$ cat config.mk
export PLATFORM = sky130hd
export DESIGN_NAME = mac_pipe_top
export DESIGN_NICKNAME = d
export VERILOG_FILES = /design/src/rtl/mac_pkg.sv /design/src/rtl/mac_mul_stage.sv /design/src/rtl/mac_ripple_add.sv /design/src/rtl/mac_acc_stage.sv /design/src/rtl/mac_pipe_top.sv
export SDC_FILE = /design/constraint.sdc
export NUM_CORES = 1
export LEC_CHECK = 0
export CAP_MARGIN = 5
export CORE_UTILIZATION = 30
export CTS_CLUSTER_SIZE = 8
export DETAILED_ROUTE_END_ITERATION = 6
export DONT_BUFFER_PORTS = 1
export PLACE_DENSITY_LB_ADDON = 0.08
export SYNTH_ARGS = -nofsm -noshare
export SYNTH_HDL_FRONTEND = slang
export SYNTH_HIERARCHICAL = 1
export SYNTH_SLANG_ARGS = --single-unit
export TNS_END_PERCENT = 5
$ cat constraint.sdc
create_clock -name clk -period 8.5 [get_ports clk]
set_clock_uncertainty 0.2 [all_clocks]
set_input_delay 0.425 -clock clk [delete_from_list [all_inputs] [get_ports clk]]
set_output_delay 0.425 -clock clk [all_outputs]
set_load 0.005 [all_outputs]
$ cat src/rtl/mac_pkg.sv
package mac_pkg;
    localparam int OP_A_W    = 8;
    localparam int OP_B_W    = 8;
    localparam int MULT_W    = OP_A_W + OP_B_W;
    localparam int PROD_W    = MULT_W + 1;
    localparam int ACC_W     = PROD_W + 1;
    localparam int RUN_MAX   = 8;
    localparam int CNT_W     = $clog2(RUN_MAX + 1);
    localparam int HI_W      = ACC_W - PROD_W;

    typedef struct packed {
        logic [ACC_W-1:0] sum;
        logic             sum_ovf;
        logic [ACC_W-1:0] acc;
        logic [CNT_W-1:0] cnt;
        logic             done;
        logic             ovf;
    } acc_state_t;
endpackage

$ cat src/rtl/mac_mul_stage.sv
module mac_mul_stage
    import mac_pkg::*;
(
    input  logic              clk,
    input  logic              rst_n,
    input  logic              en,
    input  logic [OP_A_W-1:0] op_a,
    input  logic [OP_B_W-1:0] op_b,
    output logic [PROD_W-1:0] prod
);
    logic [MULT_W-1:0] mult;
    logic [PROD_W-1:0] prod_d, prod_q;

    always_comb begin
        mult   = {{OP_B_W{1'b0}}, op_a} * {{OP_A_W{1'b0}}, op_b};
        prod_d = prod_q;
        if (en) begin
            prod_d = {{(PROD_W-MULT_W){1'b0}}, mult};
        end
    end

    always_ff @(posedge clk or negedge rst_n) begin
        if (!rst_n) begin
            prod_q <= '0;
        end else begin
            prod_q <= prod_d;
        end
    end

    assign prod = prod_q;
endmodule

$ cat src/rtl/mac_ripple_add.sv
module mac_ripple_add #(
    parameter int W = 17
) (
    input  logic [W-1:0] a,
    input  logic [W-1:0] b,
    input  logic         cin,
    output logic [W-1:0] s,
    output logic         cout
);
    logic [W:0] c;
    assign c[0] = cin;

    for (genvar i = 0; i < W; i++) begin : g_bit
        assign s[i]   = a[i] ^ b[i] ^ c[i];
        assign c[i+1] = (a[i] & b[i]) | (c[i] & (a[i] ^ b[i]));
    end

    assign cout = c[W];
endmodule

$ cat src/rtl/mac_acc_stage.sv
module mac_acc_stage
    import mac_pkg::*;
(
    input  logic              clk,
    input  logic              rst_n,
    input  logic              clr,
    input  logic              en_add,
    input  logic              en_acc,
    input  logic [PROD_W-1:0] prod,
    output logic [ACC_W-1:0]  acc,
    output logic [CNT_W-1:0]  cnt,
    output logic              done,
    output logic              ovf
);
    acc_state_t st_d, st_q;

    logic [PROD_W-1:0] lo_sum;
    logic              lo_carry;
    logic [HI_W:0]     hi_sum;
    logic              run_full;

    mac_ripple_add #(.W(PROD_W)) u_ripple (
        .a    (st_q.acc[PROD_W-1:0]),
        .b    (prod),
        .cin  (1'b0),
        .s    (lo_sum),
        .cout (lo_carry)
    );

    always_comb begin
        hi_sum   = {1'b0, st_q.acc[ACC_W-1:PROD_W]} + {{HI_W{1'b0}}, lo_carry};
        run_full = (st_q.cnt == CNT_W'(RUN_MAX));

        st_d      = st_q;
        st_d.done = 1'b0;
        if (clr) begin
            st_d = '0;
        end else begin
            if (en_add) begin
                st_d.sum     = {hi_sum[HI_W-1:0], lo_sum};
                st_d.sum_ovf = hi_sum[HI_W];
            end
            if (en_acc && !run_full) begin
                st_d.acc  = st_q.sum;
                st_d.cnt  = st_q.cnt + CNT_W'(1);
                st_d.ovf  = st_q.ovf | st_q.sum_ovf;
                st_d.done = (st_q.cnt == CNT_W'(RUN_MAX - 1));
            end
        end
    end

    always_ff @(posedge clk or negedge rst_n) begin
        if (!rst_n) begin
            st_q <= '0;
        end else begin
            st_q <= st_d;
        end
    end

    assign acc  = st_q.acc;
    assign cnt  = st_q.cnt;
    assign done = st_q.done;
    assign ovf  = st_q.ovf;
endmodule

$ cat src/rtl/mac_pipe_top.sv
module mac_pipe_top
    import mac_pkg::*;
(
    input  logic              clk,
    input  logic              rst_n,
    input  logic              clr,
    input  logic              en_mul,
    input  logic              en_add,
    input  logic              en_acc,
    input  logic [OP_A_W-1:0] op_a,
    input  logic [OP_B_W-1:0] op_b,
    output logic [ACC_W-1:0]  acc_out,
    output logic              done,
    output logic              ovf
);
    logic [PROD_W-1:0] prod_q;
    logic [CNT_W-1:0]  run_cnt;

    mac_mul_stage u_mul (
        .clk   (clk),
        .rst_n (rst_n),
        .en    (en_mul),
        .op_a  (op_a),
        .op_b  (op_b),
        .prod  (prod_q)
    );

    mac_acc_stage u_acc (
        .clk    (clk),
        .rst_n  (rst_n),
        .clr    (clr),
        .en_add (en_add),
        .en_acc (en_acc),
        .prod   (prod_q),
        .acc    (acc_out),
        .cnt    (run_cnt),
        .done   (done),
        .ovf    (ovf)
    );
endmodule

Yosys cells after proc, flatten, opt, wreduce, memory -nomap -nowiden --
Cells that the tools add are included.
Word-level totals: register bits 59, input port bits 22, output and inout port bits 20, word-level logic and storage cells 99
Cells by class: $add $sub $neg 2, $mul 1, eq/ne operators 2, muxes and demuxes 3, bitwise operators 80, reduce and logical (&&, ||, !) cells 4
Operators by type and width (count):
- $mux W43 | 1
- $and A1 B1 Y1 | 32
- $xor A1 B1 Y1 | 32
- $mux W24 | 1
- $mux W19 | 1
- $mul A8 B8 Y16 | 1
- $or A1 B1 Y1 | 16
- $add A4 B1 Y4 const B | 1
- $eq A4 B3 Y1 const B | 1
- $eq A4 B4 Y1 const B | 1
- $reduce_bool A2 Y1 | 2
- $add A1 B1 Y2 | 1
- $logic_and A1 B1 Y1 | 1
- $logic_not A1 Y1 | 1

Depth between registers and ports, before layout --
Gate-level depths: netlist of run 1.
word-level depth 35, depth in mapped cells 24, gate-level depth less buffers 24

Cells and area by module --
Netlist of run 1, hierarchy kept.
By module, submodules not included:
- mac_mul_stage | times used 1, cells each 281, area an instance 2690.1 µm², seq. area each 400.4 µm²
- mac_acc_stage | times used 1, cells each 198, area an instance 2147.1 µm², seq. area each 1076.0 µm²
- mac_ripple_add | times used 1, cells each 27, area an instance 377.9 µm², seq. area each 0.0 µm²

Worst setup path after synthesis of run 1 --
No wires, ideal clock.
path kind register -> register, start point register u_acc.st_q (netlist bit u_acc/acc[0]), end point register u_acc/st_q[42] (netlist name), arrival 6995 ps, required time 8179 ps, path slack 1184 ps, cell stages (with the launch flop) 25, path buffers 0, path through dfrtp_1 -> fa_1 -> fa_1 -> fa_1 -> fa_1 -> fa_1 -> fa_1 -> fa_1 -> fa_1 -> fa_1 -> fa_1 -> fa_1 -> fa_1 -> fa_1 -> fa_1 -> inv_1 -> fa_1 -> inv_1 -> fa_1 -> inv_1 -> fa_1 -> inv_1 -> ha_1 -> mux2i_1 -> nor2_1
Between the ends: longest elaborated chain between the ends 35
Ends and longest elaborated chain:
- start, declared | line mac_acc_stage.sv:15 | acc_state_t st_d, st_q;
- start signal, assigned | line mac_acc_stage.sv:56 | st_q <= st_d;
- $and A1 B1 Y1 (2 in series) | line mac_ripple_add.sv:15 | assign c[i+1] = (a[i] & b[i]) | (c[i] & (a[i] ^ b[i]));
- $or A1 B1 Y1 | line mac_ripple_add.sv:15
- $and A1 B1 Y1 | line mac_ripple_add.sv:15
- $or A1 B1 Y1 | line mac_ripple_add.sv:15
- $and A1 B1 Y1 | line mac_ripple_add.sv:15
- $or A1 B1 Y1 | line mac_ripple_add.sv:15
- $and A1 B1 Y1 | line mac_ripple_add.sv:15
- $or A1 B1 Y1 | line mac_ripple_add.sv:15
- [... 19 more ...]
- $or A1 B1 Y1 | line mac_ripple_add.sv:15
- $and A1 B1 Y1 | line mac_ripple_add.sv:15
- $or A1 B1 Y1 | line mac_ripple_add.sv:15
- $and A1 B1 Y1 | line mac_ripple_add.sv:15
- via u_acc.lo_carry | line mac_acc_stage.sv:18 | logic lo_carry;
- $add A1 B1 Y2 | line mac_acc_stage.sv:31 | hi_sum = {1'b0, st_q.acc[ACC_W-1:PROD_W]} + {{HI_W{1'b0}}, lo_carry};
- $mux W19 | line mac_acc_stage.sv:39 | if (en_add) begin
- $mux W43 | line mac_acc_stage.sv:36 | if (clr) begin
The timed path passes the listed nets, and every way through them passes these cells. The select of a mux whose other input is x is not followed. A chain may end at the register's enable or synchronous reset.

Final worst setup path of run 1 --
Same ends and word-level chain as after synthesis.

==> results.toml, run 1 <==
[clock_tree]
cts_tree = "yes"
h-tree-depth = 3
postCtsSetupBuffers = 0
cts_max_path_buffers = 2
path_clk_slew_ps = 50
insertion_delay_ps = 320
clock_sinks = 59
cts_root_buf = "clkbuf_16"
ctsHoldBuffers = 3
ctsResizeCount = 0
numCtsBuffers = 9

[routing]
postRouteAntennaNets = 0
drt-total-wl_um = 10900
drc = 0
vias = 3193
avgRoutedWirePerCell_um = 15.5
drt_iter0_drc = 103
vias_per_cell = 4.54
first_pass_iters = 4

[worst_hold_path]
hold_depth = 1
hp-start = "en_mul"
hold_end = "u_mul/prod[0]$_DFFE_PN0P_"
hp-class = "in -> reg"

[pwr]
cellLeakagePower_nw = 2.67
powerDensity_mw_per_mm2 = 227
vdd_drop_max_v = 0.000101

[status]
outcome = "finished clean"

[die]
dieArea_mm2 = 0.0178
fp.dieW_um = 133
die_h_um = 133
coreArea_mm2 = 0.0167
initial_core_util_pct = 31.0
fp-row-count = 47
design.portCount = 42

[sta]
finalHoldViolations = 0
rsz0062_at_grt = "false"
clock.fmax_mhz = 130
period_minus_slack_ps = 7700
tns_ps = 0
timing.final.max_slew_violations = 0
setup_viol = 0
fin_crit_sh_pct = 90.5

[cells_and_area]
diodes = 0
syn_to_final_growth_pct = 7.72
fin_util_pct = 33.4
final_common_cell = "inv_1"
nNetsFinal = 593
drive_above_1_share_pct = 8.26
layout_common_cells = "inv_1 (63), dfrtp_1 (59), fa_1 (53), and2_1 (45), ha_1 (39)"

[grt]
grt_first_pass_wirelength_um = 18400
gr-total-overflow = 0
grt.total_usage_pct = 13.3
antenna_found_initial = 0
grt_max_degree = 60
grt_pass1_vias = 3460

[worst_setup_path]
rr_worst_depth = 24
cp_max_fo = 3
reg2reg_slack_ps = 800
r2r-end = "u_acc/st_q[42]$_DFFE_PN0P_"
required_ps = 8510
path_class = "reg -> reg"
r2r-start = "u_acc/acc[0]$_DFFE_PN0P_"
worstSetupStartpointType = "register"
cp.arrival_ps = 7700
endpoint_kind = "register"

[run]
cap_violations = 0

[synthesis]
syn_area_mm2 = 0.00518
syn_nets = 616
ys.warnings.count = 6
avgSynthCellArea_um2 = 10.3
syn_inst = 502

[placed_design]
port_buffers = 0
dp_hpwl_um = 7860
gp_congestion = 0.699
## routing by layer
layer	up-vias	share of wire, %	track usage [%]
met5	-	0	0
met4	0	1.1	4.73
met3	7	3.1	1.98
met2	57	45	20.7
met1	1565	51	18.8
li1	1564	-	-
## layout make-up
cell class	instances	area [µm²]
inverters	63	236
multi-input cells	343	3230
flip-flops and latches	59	1480
fillers	1726	11100
well taps	220	275
repair buffers	3	57.6
clock buffers	16	312
## flip-flops by register name (all words and copies together), names as in the netlist
signal	cells
u_acc/st_q	19
u_acc/ovf	1
u_acc/cnt	4
u_acc/acc	18
u_mul/prod	16
u_acc/done	1
## critical path, stage by stage, from the launching register on
cell,delay [ps]
dfrtp_1,420
fa_1,450
fa_1,390
fa_1,390
fa_1,390
fa_1,400
fa_1,410
fa_1,400
fa_1,410
fa_1,410
fa_1,390
fa_1,400
fa_1,390
fa_1,400
fa_1,370
inv_1,80
fa_1,170
inv_1,60
fa_1,350
inv_1,80
fa_1,160
inv_1,40
ha_1,260
mux2i_1,130
nor2_1,50
## where the power goes
part	total [mW]	switching (mW)	internal, mW
clock	0.369	0.123	0.245
sequential	0.389	0.0482	0.341
combinational	0.511	0.267	0.244
## how the worst max path moves through the flow
stage | start | to | slack (ps)
6_report | u_acc/acc[0]$_DFFE_PN0P_ | u_acc/st_q[42]$_DFFE_PN0P_ | 800
5_1_grt | u_acc/acc[0]$_DFFE_PN0P_ | u_acc/st_q[42]$_DFFE_PN0P_ | 540
4_1_cts | u_acc/acc[0]$_DFFE_PN0P_ | u_acc/st_q[42]$_DFFE_PN0P_ | 760
3_5_place_dp | u_acc/acc[0]$_DFFE_PN0P_ | u_acc/st_q[42]$_DFFE_PN0P_ | 810
3_3_place_gp | u_acc/acc[0]$_DFFE_PN0P_ | u_acc/st_q[42]$_DFFE_PN0P_ | 830
2_1_floorplan | u_acc/acc[0]$_DFFE_PN0P_ | u_acc/st_q[42]$_DFFE_PN0P_ | 1180
## stage by stage
stage               worst slack [ps]  total power [mW]  instances  area [µm²]  hold WS (ps)
finish                           805              1.27        704        5590          30.1
global placement                 826             0.901        685        5220         -68.8
detailed placement               806             0.902        685        5220         -68.9
CTS                              755              1.29        704        5590          10.8
global route                     541              1.38        704        5590          24.5
floorplan                       1180             0.817        502        5180         -70.6
No activity file was read; power rests on OpenSTA's default activity.
==> run 2, diff against run 1 <==
--- a/config.mk
+++ b/config.mk
@@ -11,6 +11,7 @@
 export DETAILED_ROUTE_END_ITERATION = 6
 export DONT_BUFFER_PORTS = 1
 export PLACE_DENSITY_LB_ADDON = 0.08
+export REMOVE_ABC_BUFFERS = 1
 export SYNTH_ARGS = -nofsm -noshare
 export SYNTH_HDL_FRONTEND = slang
 export SYNTH_HIERARCHICAL = 1
==> run 2 against run 1 <==
  * Register-to-register slack gained 40 ps
  * Power down 4.0%
  * Critical path type unchanged
  * Largest cell class unchanged
  * Non-clock buffer count unchanged
  * Critical path depth unchanged
  * Final area down 0.90%
  * Maximum frequency increased by 0.50%
  * First-iteration DRC count up 51%
  * Hold slack got worse by 6.4 ps
  * Sequential share of layout area increased by 0.24 points
  * Via count grew 0.13%
==> results.toml, run 2 (synthesized netlist as in run 1, its figures left out) <==
[sta]
period_minus_slack_ps = 7660
finalHoldViolations = 0
rsz0062_at_grt = "false"
clock.fmax_mhz = 131
fin_crit_sh_pct = 90.1
setup_viol = 0
timing.final.max_slew_violations = 0
tns_ps = 0

[routing]
vias = 3197
postRouteAntennaNets = 0
vias_per_cell = 4.55
drc = 0
drt_iter0_drc = 156
drt-total-wl_um = 10900
first_pass_iters = 4
avgRoutedWirePerCell_um = 15.5

[clock_tree]
postCtsSetupBuffers = 0
ctsHoldBuffers = 3
path_clk_slew_ps = 50
h-tree-depth = 3
insertion_delay_ps = 320
cts_root_buf = "clkbuf_16"
cts_tree = "yes"
numCtsBuffers = 9
ctsResizeCount = 0
clock_sinks = 59
cts_max_path_buffers = 2

[pwr]
vdd_drop_max_v = 0.0000953
pwr-share-seq_pct = 31.9
swShare_pct = 35.5
powerDensity_mw_per_mm2 = 220
clkPwrFrac_pct = 26.3
p_int_uw = 786
pwr-share-comb_pct = 41.8
cellLeakagePower_nw = 2.65
p_sw_uw = 432

[worst_setup_path]
cp.arrival_ps = 7670
required_ps = 8510
path_class = "reg -> reg"
cp_max_fo = 3
rr_worst_depth = 24
worstSetupStartpointType = "register"
endpoint_kind = "register"

[placed_design]
dp_hpwl_um = 7920
port_buffers = 0
gp_congestion = 0.725
place_area_mm2 = 0.00522

[cells_and_area]
final_common_cell = "inv_1"
nNetsFinal = 593
drive_above_1_share_pct = 7.87
layout_common_cells = "inv_1 (63), dfrtp_1 (59), fa_1 (53), and2_1 (45), ha_1 (39)"
syn_to_final_growth_pct = 6.76
largest_register_ff_count = 19
largest-register = "u_acc/st_q"
finalInstanceArea_mm2 = 0.00554
diodes = 0
fin_util_pct = 33.1

[grt]
antenna_found_initial = 0
grt_pass1_vias = 3603
grt.total_usage_pct = 13.4
grt_first_pass_wirelength_um = 19000
grt_max_degree = 60
gr-total-overflow = 0

[die]
dieArea_mm2 = 0.0178
fp-row-count = 47
design.portCount = 42
fp.dieW_um = 133
coreArea_mm2 = 0.0167
die_h_um = 133
initial_core_util_pct = 31.0

[worst_hold_path]
hp-class = "in -> reg"
hold_depth = 1

[status]
outcome = "finished clean"

[run]
cap_violations = 0
-- run 2: changes by cell type in the layout (fill, tap and decap cells not counted) --
cell | previous run | this run
clkbuf_1 | 1 | 2
clkbuf_8 | 6 | 1
clkinv_2 | 0 | 3
-- run 2: path summary, 6_finish.rpt --
kind                       slack, ps                  startpoint                    endpoint
setup / recovery                 840    u_acc/acc[0]$_DFFE_PN0P_  u_acc/st_q[42]$_DFFE_PN0P_
hold / removal                    20                      en_mul   u_mul/prod[0]$_DFFE_PN0P_
setup reg to reg                 840    u_acc/acc[0]$_DFFE_PN0P_  u_acc/st_q[42]$_DFFE_PN0P_
hold reg to reg                  320  u_acc/st_q[37]$_DFFE_PN0P_  u_acc/st_q[37]$_DFFE_PN0P_
max in group asynchronous       7370                       rst_n  u_acc/st_q[27]$_DFFE_PN0P_
min in group asynchronous        450                       rst_n  u_acc/st_q[40]$_DFFE_PN0P_
-- run 2: layer usage --
metal	up-vias	global-route usage [%]	wire length, µm
met2	57	21.4	4950
met4	0	3.79	119
met5	-	0	0
met1	1572	18.4	5360
met3	8	2.78	444
li1	1560	-	-
-- run 2: per-stage QoR --
stage	total power, mW	std cells	worst slack, ps	hold slack [ps]
6_report	1.22	703	843	23.7
5_1_grt	1.34	703	497	8.94
4_1_cts	1.25	703	817	8.91
3_5_place_dp	0.902	685	838	-68.3
3_3_place_gp	0.898	685	839	-68.6
2_1_floorplan	0.798	465	1170	-70.6
-- run 2: power groups by stage --
stage / Sequential [mW] / Clock (mW) / Combinational [mW]
floorplan: 0.380 / 0 / 0.418
global placement: 0.393 / 0 / 0.505
detailed placement: 0.396 / 0 / 0.506
CTS: 0.391 / 0.332 / 0.523
global route: 0.398 / 0.344 / 0.596
finish: 0.388 / 0.320 / 0.509
-- run 2: cell type report --
| class | count | area (µm²) |
|---|---|---|
| well taps | 220 | 275 |
| multi-input cells | 343 | 3230 |
| clock buffers | 12 | 246 |
| clock inverters | 3 | 15.0 |
| repair buffers | 3 | 57.6 |
| inverters | 63 | 236 |
| flip-flops and latches | 59 | 1480 |
| fillers | 1751 | 11200 |
-- run 2: critical path, cell delays in order (launching register included) --
cell,delay (ps)
dfrtp_1,420
fa_1,450
fa_1,390
fa_1,390
fa_1,390
fa_1,410
fa_1,400
fa_1,390
fa_1,390
fa_1,400
fa_1,400
fa_1,400
fa_1,400
fa_1,390
fa_1,360
inv_1,90
fa_1,170
inv_1,50
fa_1,350
inv_1,80
fa_1,160
inv_1,40
ha_1,250
mux2i_1,130
nor2_1,50
